--- config.mk ---
export PLATFORM = sky130hd
export DESIGN_NAME = lzd_decomp
export DESIGN_NICKNAME = d
export VERILOG_FILES = /design/src/rtl/lzd_pkg.sv /design/src/rtl/lzd_bit_unpack.sv /design/src/rtl/lzd_history.sv /design/src/rtl/lzd_token_ctrl.sv /design/src/rtl/lzd_decomp.sv
export SDC_FILE = /design/constraint.sdc
export NUM_CORES = 2
export LEC_CHECK = 0
export BUFFER_PORTS_ARGS = -buffer_cell sky130_fd_sc_hd__buf_2
export CAP_MARGIN = 20
export CORE_MARGIN = 1.5
export CORE_UTILIZATION = 35
export DETAILED_ROUTE_END_ITERATION = 16
export GPL_TIMING_DRIVEN = 0
export PLACE_DENSITY_LB_ADDON = 0.2
export SETUP_SLACK_MARGIN = 0.4
export SKIP_LAST_GASP = 1
export SYNTH_ARGS = -nofsm -noshare
export SYNTH_HDL_FRONTEND = slang
export SYNTH_SLANG_ARGS = --single-unit
--- constraint.sdc ---
create_clock -name clk -period 18.5 [get_ports clk]
set_input_delay 2.775 -clock clk [delete_from_list [all_inputs] [get_ports clk]]
set_output_delay 2.775 -clock clk [all_outputs]
set_load 0.02 [all_outputs]
--- src/rtl/lzd_pkg.sv ---
package lzd_pkg;

    typedef enum logic [3:0] {
        S_CLEAR,
        S_TAG,
        S_LIT,
        S_DISP,
        S_LEN,
        S_EMIT,
        S_COPY,
        S_PAD,
        S_DONE,
        S_ERR
    } lzd_state_e;

    function automatic int max3(input int a, input int b, input int c);
        int m;
        m = (a > b) ? a : b;
        return (m > c) ? m : c;
    endfunction

endpackage

--- src/rtl/lzd_bit_unpack.sv ---
module lzd_bit_unpack #(
    parameter int DW = 8
) (
    input  logic          clk,
    input  logic          rst_n,
    input  logic          flush,
    input  logic          run,
    input  logic [DW-1:0] in_data,
    input  logic          in_valid,
    input  logic          in_last,
    output logic          in_ready,
    input  logic          take,
    output logic          bit_valid,
    output logic          bit_val,
    output logic          bit_last
);
    localparam int CW = $clog2(DW + 1);

    logic [DW-1:0] sh;
    logic [CW-1:0] cnt;
    logic          last_r;

    assign in_ready  = run && (cnt == '0);
    assign bit_valid = (cnt != '0);
    assign bit_val   = sh[DW-1];
    assign bit_last  = last_r && (cnt == CW'(1));

    always_ff @(posedge clk or negedge rst_n) begin
        if (!rst_n) begin
            sh     <= '0;
            cnt    <= '0;
            last_r <= 1'b0;
        end else if (flush) begin
            cnt    <= '0;
            last_r <= 1'b0;
        end else if (in_valid && in_ready) begin
            sh     <= in_data;
            cnt    <= CW'(DW);
            last_r <= in_last;
        end else if (take && bit_valid) begin
            sh     <= {sh[DW-2:0], 1'b0};
            cnt    <= cnt - CW'(1);
        end
    end
endmodule

--- src/rtl/lzd_history.sv ---
module lzd_history #(
    parameter int DEPTH = 512,
    parameter int DW    = 8,
    parameter int AW    = $clog2(DEPTH)
) (
    input  logic          clk,
    input  logic          we,
    input  logic [AW-1:0] waddr,
    input  logic [DW-1:0] wdata,
    input  logic [AW-1:0] raddr,
    output logic [DW-1:0] rdata
);
    logic [DW-1:0] mem [DEPTH];

    always_ff @(posedge clk) begin
        if (we) begin
            mem[waddr] <= wdata;
        end
    end

    assign rdata = mem[raddr];
endmodule

--- src/rtl/lzd_token_ctrl.sv ---
module lzd_token_ctrl
    import lzd_pkg::*;
#(
    parameter int DW      = 8,
    parameter int DEPTH   = 512,
    parameter int LEN_W   = 4,
    parameter int MIN_LEN = 2,
    parameter int AW      = $clog2(DEPTH)
) (
    input  logic          clk,
    input  logic          rst_n,
    input  logic          start,
    input  logic          bit_valid,
    input  logic          bit_val,
    input  logic          bit_last,
    output logic          take,
    output logic          run,
    output logic          flush,
    output logic          hist_we,
    output logic [AW-1:0] hist_waddr,
    output logic [DW-1:0] hist_wdata,
    output logic [AW-1:0] hist_raddr,
    input  logic [DW-1:0] hist_rdata,
    output logic [DW-1:0] out_data,
    output logic          out_valid,
    input  logic          out_ready,
    output logic          done,
    output logic          end_err,
    output logic          pad_err
);
    localparam int ACC_W = max3(DW, AW, LEN_W);
    localparam int CNT_W = $clog2(ACC_W + 1);
    localparam int REM_W = $clog2((1 << LEN_W) + MIN_LEN);
    localparam logic [AW-1:0]    LAST_ADDR = AW'(DEPTH - 1);
    localparam logic [CNT_W-1:0] LIT_END   = CNT_W'(DW - 1);
    localparam logic [CNT_W-1:0] DISP_END  = CNT_W'(AW - 1);
    localparam logic [CNT_W-1:0] LEN_END   = CNT_W'(LEN_W - 1);

    lzd_state_e state, nxt;

    logic [ACC_W-1:0] acc;
    logic [ACC_W-1:0] acc_next;
    logic [CNT_W-1:0] bcnt;
    logic [DW-1:0]    lit;
    logic [AW-1:0]    disp;
    logic [REM_W-1:0] remain;
    logic [AW-1:0]    wptr;
    logic             fire;
    logic             field_end;
    logic             emit;

    assign acc_next = {acc[ACC_W-2:0], bit_val};
    assign fire     = take && bit_valid;
    assign emit     = out_valid && out_ready;

    always_comb begin
        unique case (state)
            S_LIT:   field_end = (bcnt == LIT_END);
            S_DISP:  field_end = (bcnt == DISP_END);
            S_LEN:   field_end = (bcnt == LEN_END);
            default: field_end = 1'b0;
        endcase
    end

    // state register
    always_ff @(posedge clk or negedge rst_n) begin
        if (!rst_n) begin
            state <= S_CLEAR;
        end else begin
            state <= nxt;
        end
    end

    // next state
    always_comb begin
        nxt = state;
        if (start) begin
            nxt = S_CLEAR;
        end else begin
            unique case (state)
                S_CLEAR: if (wptr == LAST_ADDR) nxt = S_TAG;
                S_TAG: begin
                    if (fire) begin
                        if (bit_last)     nxt = S_ERR;
                        else if (bit_val) nxt = S_DISP;
                        else              nxt = S_LIT;
                    end
                end
                S_LIT: begin
                    if (fire) begin
                        if (bit_last)       nxt = S_ERR;
                        else if (field_end) nxt = S_EMIT;
                    end
                end
                S_DISP: begin
                    if (fire) begin
                        if (field_end && acc_next[AW-1:0] == '0)
                            nxt = bit_last ? S_DONE : S_PAD;
                        else if (bit_last)
                            nxt = S_ERR;
                        else if (field_end)
                            nxt = S_LEN;
                    end
                end
                S_LEN: begin
                    if (fire) begin
                        if (bit_last)       nxt = S_ERR;
                        else if (field_end) nxt = S_COPY;
                    end
                end
                S_EMIT: if (out_ready) nxt = S_TAG;
                S_COPY: if (out_ready && remain == REM_W'(1)) nxt = S_TAG;
                S_PAD: begin
                    if (fire) begin
                        if (bit_val)       nxt = S_ERR;
                        else if (bit_last) nxt = S_DONE;
                    end
                end
                S_DONE:  nxt = S_DONE;
                S_ERR:   nxt = S_ERR;
                default: nxt = S_ERR;
            endcase
        end
    end

    // outputs
    always_comb begin
        take       = 1'b0;
        run        = 1'b0;
        out_valid  = 1'b0;
        out_data   = hist_rdata;
        flush      = start || (state == S_CLEAR);
        unique case (state)
            S_TAG, S_LIT, S_DISP, S_LEN, S_PAD: begin
                take = bit_valid;
                run  = 1'b1;
            end
            S_EMIT: begin
                run       = 1'b1;
                out_valid = 1'b1;
                out_data  = lit;
            end
            S_COPY: begin
                run       = 1'b1;
                out_valid = 1'b1;
            end
            default: ;
        endcase
        hist_we    = (state == S_CLEAR) || emit;
        hist_waddr = wptr;
        hist_wdata = (state == S_CLEAR) ? '0 : out_data;
        hist_raddr = wptr - disp;
    end

    // datapath registers
    always_ff @(posedge clk or negedge rst_n) begin
        if (!rst_n) begin
            acc     <= '0;
            bcnt    <= '0;
            lit     <= '0;
            disp    <= '0;
            remain  <= '0;
            wptr    <= '0;
            done    <= 1'b0;
            end_err <= 1'b0;
            pad_err <= 1'b0;
        end else if (start) begin
            bcnt    <= '0;
            wptr    <= '0;
            done    <= 1'b0;
            end_err <= 1'b0;
            pad_err <= 1'b0;
        end else begin
            if (nxt == S_DONE && state != S_DONE) done <= 1'b1;
            if (nxt == S_ERR && state != S_ERR) begin
                if (state == S_PAD) pad_err <= 1'b1;
                else                end_err <= 1'b1;
            end
            unique case (state)
                S_CLEAR: wptr <= wptr + AW'(1);
                S_LIT, S_DISP, S_LEN: begin
                    if (fire) begin
                        acc  <= acc_next;
                        bcnt <= field_end ? '0 : bcnt + CNT_W'(1);
                        if (field_end) begin
                            if (state == S_LIT)  lit  <= acc_next[DW-1:0];
                            if (state == S_DISP) disp <= acc_next[AW-1:0];
                            if (state == S_LEN)
                                remain <= REM_W'(acc_next[LEN_W-1:0]) + REM_W'(MIN_LEN);
                        end
                    end
                end
                S_EMIT: if (emit) wptr <= wptr + AW'(1);
                S_COPY: begin
                    if (emit) begin
                        wptr   <= wptr + AW'(1);
                        remain <= remain - REM_W'(1);
                    end
                end
                default: ;
            endcase
        end
    end
endmodule

--- src/rtl/lzd_decomp.sv ---
module lzd_decomp #(
    parameter int DW      = 8,
    parameter int DEPTH   = 512,
    parameter int LEN_W   = 4,
    parameter int MIN_LEN = 2
) (
    input  logic          clk,
    input  logic          rst_n,
    input  logic          start,
    input  logic [DW-1:0] in_data,
    input  logic          in_valid,
    input  logic          in_last,
    output logic          in_ready,
    output logic [DW-1:0] out_data,
    output logic          out_valid,
    input  logic          out_ready,
    output logic          done,
    output logic          end_err,
    output logic          pad_err
);
    localparam int AW = $clog2(DEPTH);

    logic          run, flush, take;
    logic          bit_valid, bit_val, bit_last;
    logic          hist_we;
    logic [AW-1:0] hist_waddr, hist_raddr;
    logic [DW-1:0] hist_wdata, hist_rdata;

    lzd_bit_unpack #(.DW(DW)) u_unpack (
        .clk       (clk),
        .rst_n     (rst_n),
        .flush     (flush),
        .run       (run),
        .in_data   (in_data),
        .in_valid  (in_valid),
        .in_last   (in_last),
        .in_ready  (in_ready),
        .take      (take),
        .bit_valid (bit_valid),
        .bit_val   (bit_val),
        .bit_last  (bit_last)
    );

    lzd_history #(.DEPTH(DEPTH), .DW(DW), .AW(AW)) u_hist (
        .clk   (clk),
        .we    (hist_we),
        .waddr (hist_waddr),
        .wdata (hist_wdata),
        .raddr (hist_raddr),
        .rdata (hist_rdata)
    );

    lzd_token_ctrl #(
        .DW(DW), .DEPTH(DEPTH), .LEN_W(LEN_W), .MIN_LEN(MIN_LEN), .AW(AW)
    ) u_ctrl (
        .clk        (clk),
        .rst_n      (rst_n),
        .start      (start),
        .bit_valid  (bit_valid),
        .bit_val    (bit_val),
        .bit_last   (bit_last),
        .take       (take),
        .run        (run),
        .flush      (flush),
        .hist_we    (hist_we),
        .hist_waddr (hist_waddr),
        .hist_wdata (hist_wdata),
        .hist_raddr (hist_raddr),
        .hist_rdata (hist_rdata),
        .out_data   (out_data),
        .out_valid  (out_valid),
        .out_ready  (out_ready),
        .done       (done),
        .end_err    (end_err),
        .pad_err    (pad_err)
    );
endmodule

* Word level (Yosys, flattened, before mapping)
Memories as Yosys holds them, arrays and structs flattened.
Index checks and enable logic that the tools add are counted.
** Operators by class
- Equality and inequality tests :: 24
- Mux-type cells :: 57
- Bitwise gates (word level) :: 2
- $add $sub $neg :: 6
- Reductions and logical operators :: 38
** Operator list (count)
- 4-bit two-way mux :: 27
- 4-bit one-hot mux with 9 select lines :: 1
- 8-bit two-way mux :: 4
- 4-bit by 3-bit equality test with 1-bit output (second input constant) :: 5
- 5-bit two-way mux :: 4
- 9-bit two-way mux :: 2
- 9-bit one-hot mux with 2 select lines :: 1
- 4-bit equality test (second input constant) :: 4
- 1-bit two-way mux :: 16
- 2-bit nonzero test :: 8
- 4-bit by 2-bit equality test with 1-bit output (second input constant) :: 3
- 5-bit one-hot mux with 2 select lines :: 1
- 2-bit AND reduction :: 5
- 5-bit AND reduction :: 2
- 9-bit by 1-bit adder with 9-bit output (second input constant) :: 1
- 9-bit equality test (second input constant) :: 1
- 1-bit logical AND :: 9
- 9-bit zero test :: 1
- 9-bit subtractor :: 1
- 4-bit by 1-bit equality test with 1-bit output (second input constant) :: 2
- 4-bit zero test :: 2
- 2-bit by 1-bit != test with 1-bit output (second input constant) :: 4
- 4-bit != test (second input constant) :: 2
- 7-bit OR reduction :: 1
- other kinds (17) :: 20
** Storage, ports and cells
- Flip-flop bits (word level) :: 63
- Output and inout bits :: 13
- Logic and storage cells :: 141
- Memory bits (writable) :: 4096
- Memories :: 1
- Input bits :: 14
** Memory list
- u_hist.mem :: depth 512, bits a word 8, read ports 1, clocked after memory_dff 0, write ports 1, RTL line lzd_history.sv:13 : logic [DW-1:0] mem [DEPTH];

* Depth between registers and ports, before layout
- Depth in word-level cells :: 12
- Mapped depth :: 19
- Mapped depth without buffers :: 13

* Modules after synthesis
Synthesis repeated with hierarchy kept, for this count alone.
** Unflattened totals
- Cells, all modules :: 8454
- Area, all modules :: 163847.1 sq um
** Modules (own cells, without submodules)
- lzd_history :: sequential area each 122998.0 sq um, times used 1, cells each 8022, area each 159767.0 sq um
- lzd_token_ctrl :: sequential area each 1251.2 sq um, times used 1, cells each 355, area each 3355.7 sq um
- lzd_bit_unpack :: sequential area each 325.3 sq um, times used 1, cells each 77, area each 724.4 sq um

* Worst setup path before layout
OpenSTA, ideal clock, no wires.
- Path kind :: reg2reg
- From :: register u_ctrl.wptr[0], in the netlist u_ctrl.hist_waddr[0]
- To :: memory u_hist.mem[0][2] (data pin)
- Clock period less this slack :: 19.967 ns
- Library setup time :: 2.951 ns
- Path buffers :: 6
- Stages on the path, launching flop included :: 18
- Data arrival time :: 17.016 ns
- Slack :: -1.467 ns
- Required time :: 15.549 ns
- Cells stage by stage :: dfrtp_1 -> inv_1 -> ha_1 -> inv_1 -> fa_1 -> buf_2 -> buf_2 -> buf_4 -> buf_2 -> clkbuf_1 -> clkbuf_1 -> mux4_2 -> nand2_1 -> a32oi_1 -> nand2_1 -> o21ai_0 -> nor4_1 -> a21oi_1
** On the way
- Cells in the longest elaborated chain, start to end :: 4
** RTL lines
- start: declaration :: RTL line lzd_token_ctrl.sv:47 : logic [AW-1:0] wptr;
- start signal: assignment :: RTL line lzd_token_ctrl.sv:180 : S_CLEAR: wptr <= wptr + AW'(1);
- start signal: assignment :: RTL line lzd_token_ctrl.sv:193 : S_EMIT: if (emit) wptr <= wptr + AW'(1);
- start signal: assignment :: RTL line lzd_token_ctrl.sv:196 : wptr <= wptr + AW'(1);
- 9-bit subtractor :: RTL line lzd_token_ctrl.sv:152 : hist_raddr = wptr - disp;
- memory 512 x 8 bit
- 8-bit two-way mux :: RTL line lzd_token_ctrl.sv:133 : unique case (state)
- 8-bit two-way mux :: RTL line lzd_token_ctrl.sv:151 : hist_wdata = (state == S_CLEAR) ? '0 : out_data;
- via hist_wdata[2] :: RTL line lzd_decomp.sv:27 : logic [DW-1:0] hist_wdata, hist_rdata;
- end: declaration :: RTL line lzd_history.sv:13
The timed path passes the listed nets, and every way through them passes these cells.

* Worst setup path in the final report
- From :: register u_ctrl.wptr[0], in the netlist u_ctrl.hist_waddr[0]
- To :: output port out_data[2]
** On the way
- Cells in the longest elaborated chain, start to end :: 3
** RTL lines
- 9-bit subtractor :: RTL line lzd_token_ctrl.sv:152
- memory 512 x 8 bit
- 8-bit two-way mux :: RTL line lzd_token_ctrl.sv:133
- end: declaration :: RTL line lzd_decomp.sv:14 : output logic [DW-1:0] out_data,
No other way between the ends.

==> impl_metrics.py <==
metrics = {
    "grt": {
        "grt_pass1_vias": 88000,
        "gr-total-overflow": 0,
        "grt_usage": 0.308,
        "grt_max_degree": 94,
        "grt_first_pass_wirelength_um": 929000,
        "antenna_found_initial": 127,
    },
    "worst_setup_path": {
        "reg2reg_from": "u_ctrl.hist_waddr[0]",
        "cp_data_arrival_time_ns": 10.52,
        "cp_max_fo": 11,
        "worstSetupPathType": "reg2out",
        "rr_worst_depth": 23,
        "crit_family": "buffers and inverters",
        "cp_slowest_stage_delay_ns": 0.95,
        "cp-startpoint": "u_ctrl.hist_waddr[0]",
        "cp.depth": 19,
        "crit_path_frequent_cell": "buf_2",
        "critPathBufInv": 10,
        "crit_path_start_kind": "flip-flop",
        "crit_required_ns": 15.73,
        "crit_chain": "inv_1 > ha_1 > inv_1 > fa_1 > buf_2 > buf_2 > buf_4 > buf_4 > buf_2 > buf_2 > clkbuf_1 > mux4_2 > mux2i_1 > a32oi_1 > nand4_1 > o41ai_1 > nand2_1 > a21oi_1 > buf_2",
        "end_kind": "primary output",
        "crit_slowest_cell": "buf_2",
    },
    "timing": {
        "relSlewSlack": 0.148,
        "fin_crit_sh": 0.719,
        "setup_viol": 0,
        "layout_setup_ws_ns": 5.20,
        "fmax_mhz": 75.2,
        "finalMaxSlewViolations": 0,
        "tightest_slew_ns": 1.28,
        "hold_slack_ns": 0.486,
        "final-hold-violation-count": 0,
        "rsz0062_at_grt": "no",
        "period_needed_ns": 13.30,
        "skew_ns": 0.0682,
    },
    "power": {
        "p_leak_nw": 61.7,
        "powerDensity_mw_per_mm2": 130,
        "vdd_drop_max_mv": 0.103,
    },
    "synthesis": {
        "synthAdderAreaFrac": 0.00166,
        "synth_edf_count": 4096,
        "synthXorXnorAreaFrac": 0.00113,
        "ys_types": 90,
        "synth_top_family_by_area": "multiplexers",
        "yosysSeqAreaShare": 0.763,
        "synthCells": 7673,
        "ys_async_sr_fraction": 0.0151,
        "synth-compound-area-share": 0.0161,
        "syn_nets": 7708,
        "postSynthAreaPerCell_um2": 21.3,
        "yosys.area.top_type": "edfxtp_1",
        "synth_area_leaders": "edfxtp_1 (75%), mux4_2 (16%), nor2_1 (1.4%)",
        "muxShareOfSynthArea": 0.168,
        "syn_area_mm2": 0.163,
        "synth_seq_cells": 4159,
        "synth-simple-area-share": 0.0343,
        "yosys_warnings": 0,
        "ys.flop_type": "edfxtp_1",
        "yosysTopAreaCellShare": 0.754,
    },
    "finish": {
        "drive_gt1_frac": 0.290,
        "layout_commonest_cell": "edfxtp_1",
        "seqCellArea_mm2": 0.125,
        "layout_common_cells": "edfxtp_1 (4096), mux4_2 (1145), nor2_1 (578)",
        "nFillCells": 40400,
        "nets": 8492,
        "multiInputGateArea_mm2": 0.0363,
        "syn2layout_area_growth_pct": 17.5,
    },
    "detailed_routing": {
        "wl_met1_um": 268000,
        "wl_met2_um": 312000,
        "wl_met3_um": 102000,
        "drtPass1Iterations": 6,
        "maxUsedRoutingLayer": "met5",
        "vias": 95100,
        "wl_per_cell_um": 49.0,
        "drtIter0Drc": 19600,
        "drc": 0,
        "wl_um": 737000,
        "viasPerCell": 6.32,
        "drtAntennaViolNets": 0,
    },
    "cts": {
        "hold_buffers": 0,
        "cts_buffers": 436,
        "htree_levels": 5,
        "post-cts-setup-buffers": 0,
        "post_cts_resized": 0,
        "cts_tree": "built",
        "ctsRootBufferMaster": "clkbuf_16",
        "clk_latency_ns": 1.04,
        "cts_buffer_depth": 4,
        "cts.sinks": 4159,
        "clk_transition_reported_paths_ns": 0.06,
    },
    "floorplanning": {
        "dieHeight_um": 686,
        "initial_core_util": 0.352,
        "die_x_um": 686,
        "core_mm2": 0.464,
        "die-area_mm2": 0.470,
        "pin_count": 27,
        "num_rows": 250,
    },
    "place": {
        "routabilityCongestion": 1.03,
        "place_hpwl_um": 528000,
        "port_buffers": 25,
        "dp_worst_setup_slack_ns": 6.85,
    },
    "worst_hold_path": {
        "holdCritStartpoint": "u_ctrl.done",
        "hp-class": "reg2reg",
        "whs_path_depth": 1,
    },
    "flow_run": {
        "cap_violations": 0,
    },
    "status": {
        "status": "finished, final reports clean",
    },
}
sequential cells by signal (all words and copies together), names as in the netlist:
| signal | flops |
|---|---|
| u_ctrl.lit | 8 |
| u_ctrl.acc | 8 |
| u_unpack.last_r | 1 |
| u_ctrl.bcnt | 4 |
| u_ctrl.remain | 5 |
| u_ctrl.hist_waddr | 9 |
| u_unpack.sh | 8 |
| u_ctrl.end_err | 1 |
| u_unpack.cnt | 4 |
| u_hist.mem | 4096 |
| u_ctrl.disp | 9 |
| u_ctrl.done | 1 |
| u_ctrl.state | 4 |
| u_ctrl.pad_err | 1 |
where the power goes:
group          internal (mW)  total (mW)  switching [mW]
sequential              10.5        10.5         0.00697
clock                   4.93        8.77            3.84
combinational           1.59        5.61            4.02
total                   17.1        24.9            7.87
final cells by class:
| class | count | share of cell area |
|---|---|---|
| diodes | 65 | 0.000848 |
| clock buffers | 533 | 0.0594 |
| inverters | 31 | 0.000607 |
| repair buffers | 346 | 0.0330 |
| clock inverters | 251 | 0.0129 |
| well taps | 6174 | 0.0403 |
| plain buffers | 465 | 0.0138 |
| multi-input cells | 3018 | 0.189 |
| flip-flops and latches | 4159 | 0.650 |
synth_stat cells (all sizes together), types with 22 or more instances:
cell	instances
dfrtp	63
mux2i	113
mux2	29
a21oi	56
mux4	1151
and3	40
nor3	28
clkbuf	226
o22ai	25
nor2	593
a32oi	30
buf	239
a211oi	31
o21ai	52
a31oi	35
nand2	443
inv	31
edfxtp	4096
nand3	127
a311oi	22
routing by layer:
metal,up-vias,global-route usage
li1,33600,-
met1,51800,0.405
met2,7988,0.438
met3,1615,0.107
met4,44,0.189
met5,-,0
through the flow:
| step | power, mW | utilization | setup TNS [ns] | area (um^2) | cells |
|---|---|---|---|---|---|
| final | 24.9 | 0.413 | 0 | 192000 | 15000 |
| after CTS | 24.7 | 0.412 | 0 | 191000 | 15000 |
| after global placement | 16.2 | 0.369 | - | 171000 | 13900 |
| after global routing | 25.1 | 0.413 | 0 | 192000 | 15000 |
| after floorplan | 13.0 | - | -2129.30 | 163000 | 7673 |
| after detailed placement | 16.1 | 0.383 | 0 | 177000 | 14200 |
cell families after synthesis:
kind of cell,Yosys count
mux,1293
buf+inv,496
xor+xnor,19
flops,4159
fa+ha+maj,21
simple gates,1323
compound gates,362
worst paths after layout:
path	endpoint	slack (ns)
min in group asynchronous	u_unpack.cnt[2]	1.89
setup reg to reg	u_hist.mem[480][2]	7.34
max in group asynchronous	u_ctrl.disp[7]	16.03
hold / removal	u_ctrl.done	0.49
hold reg to reg	u_ctrl.done	0.49
setup / recovery	out_data[2]	5.20
Note: power is estimated with default switching activity, not from simulation.
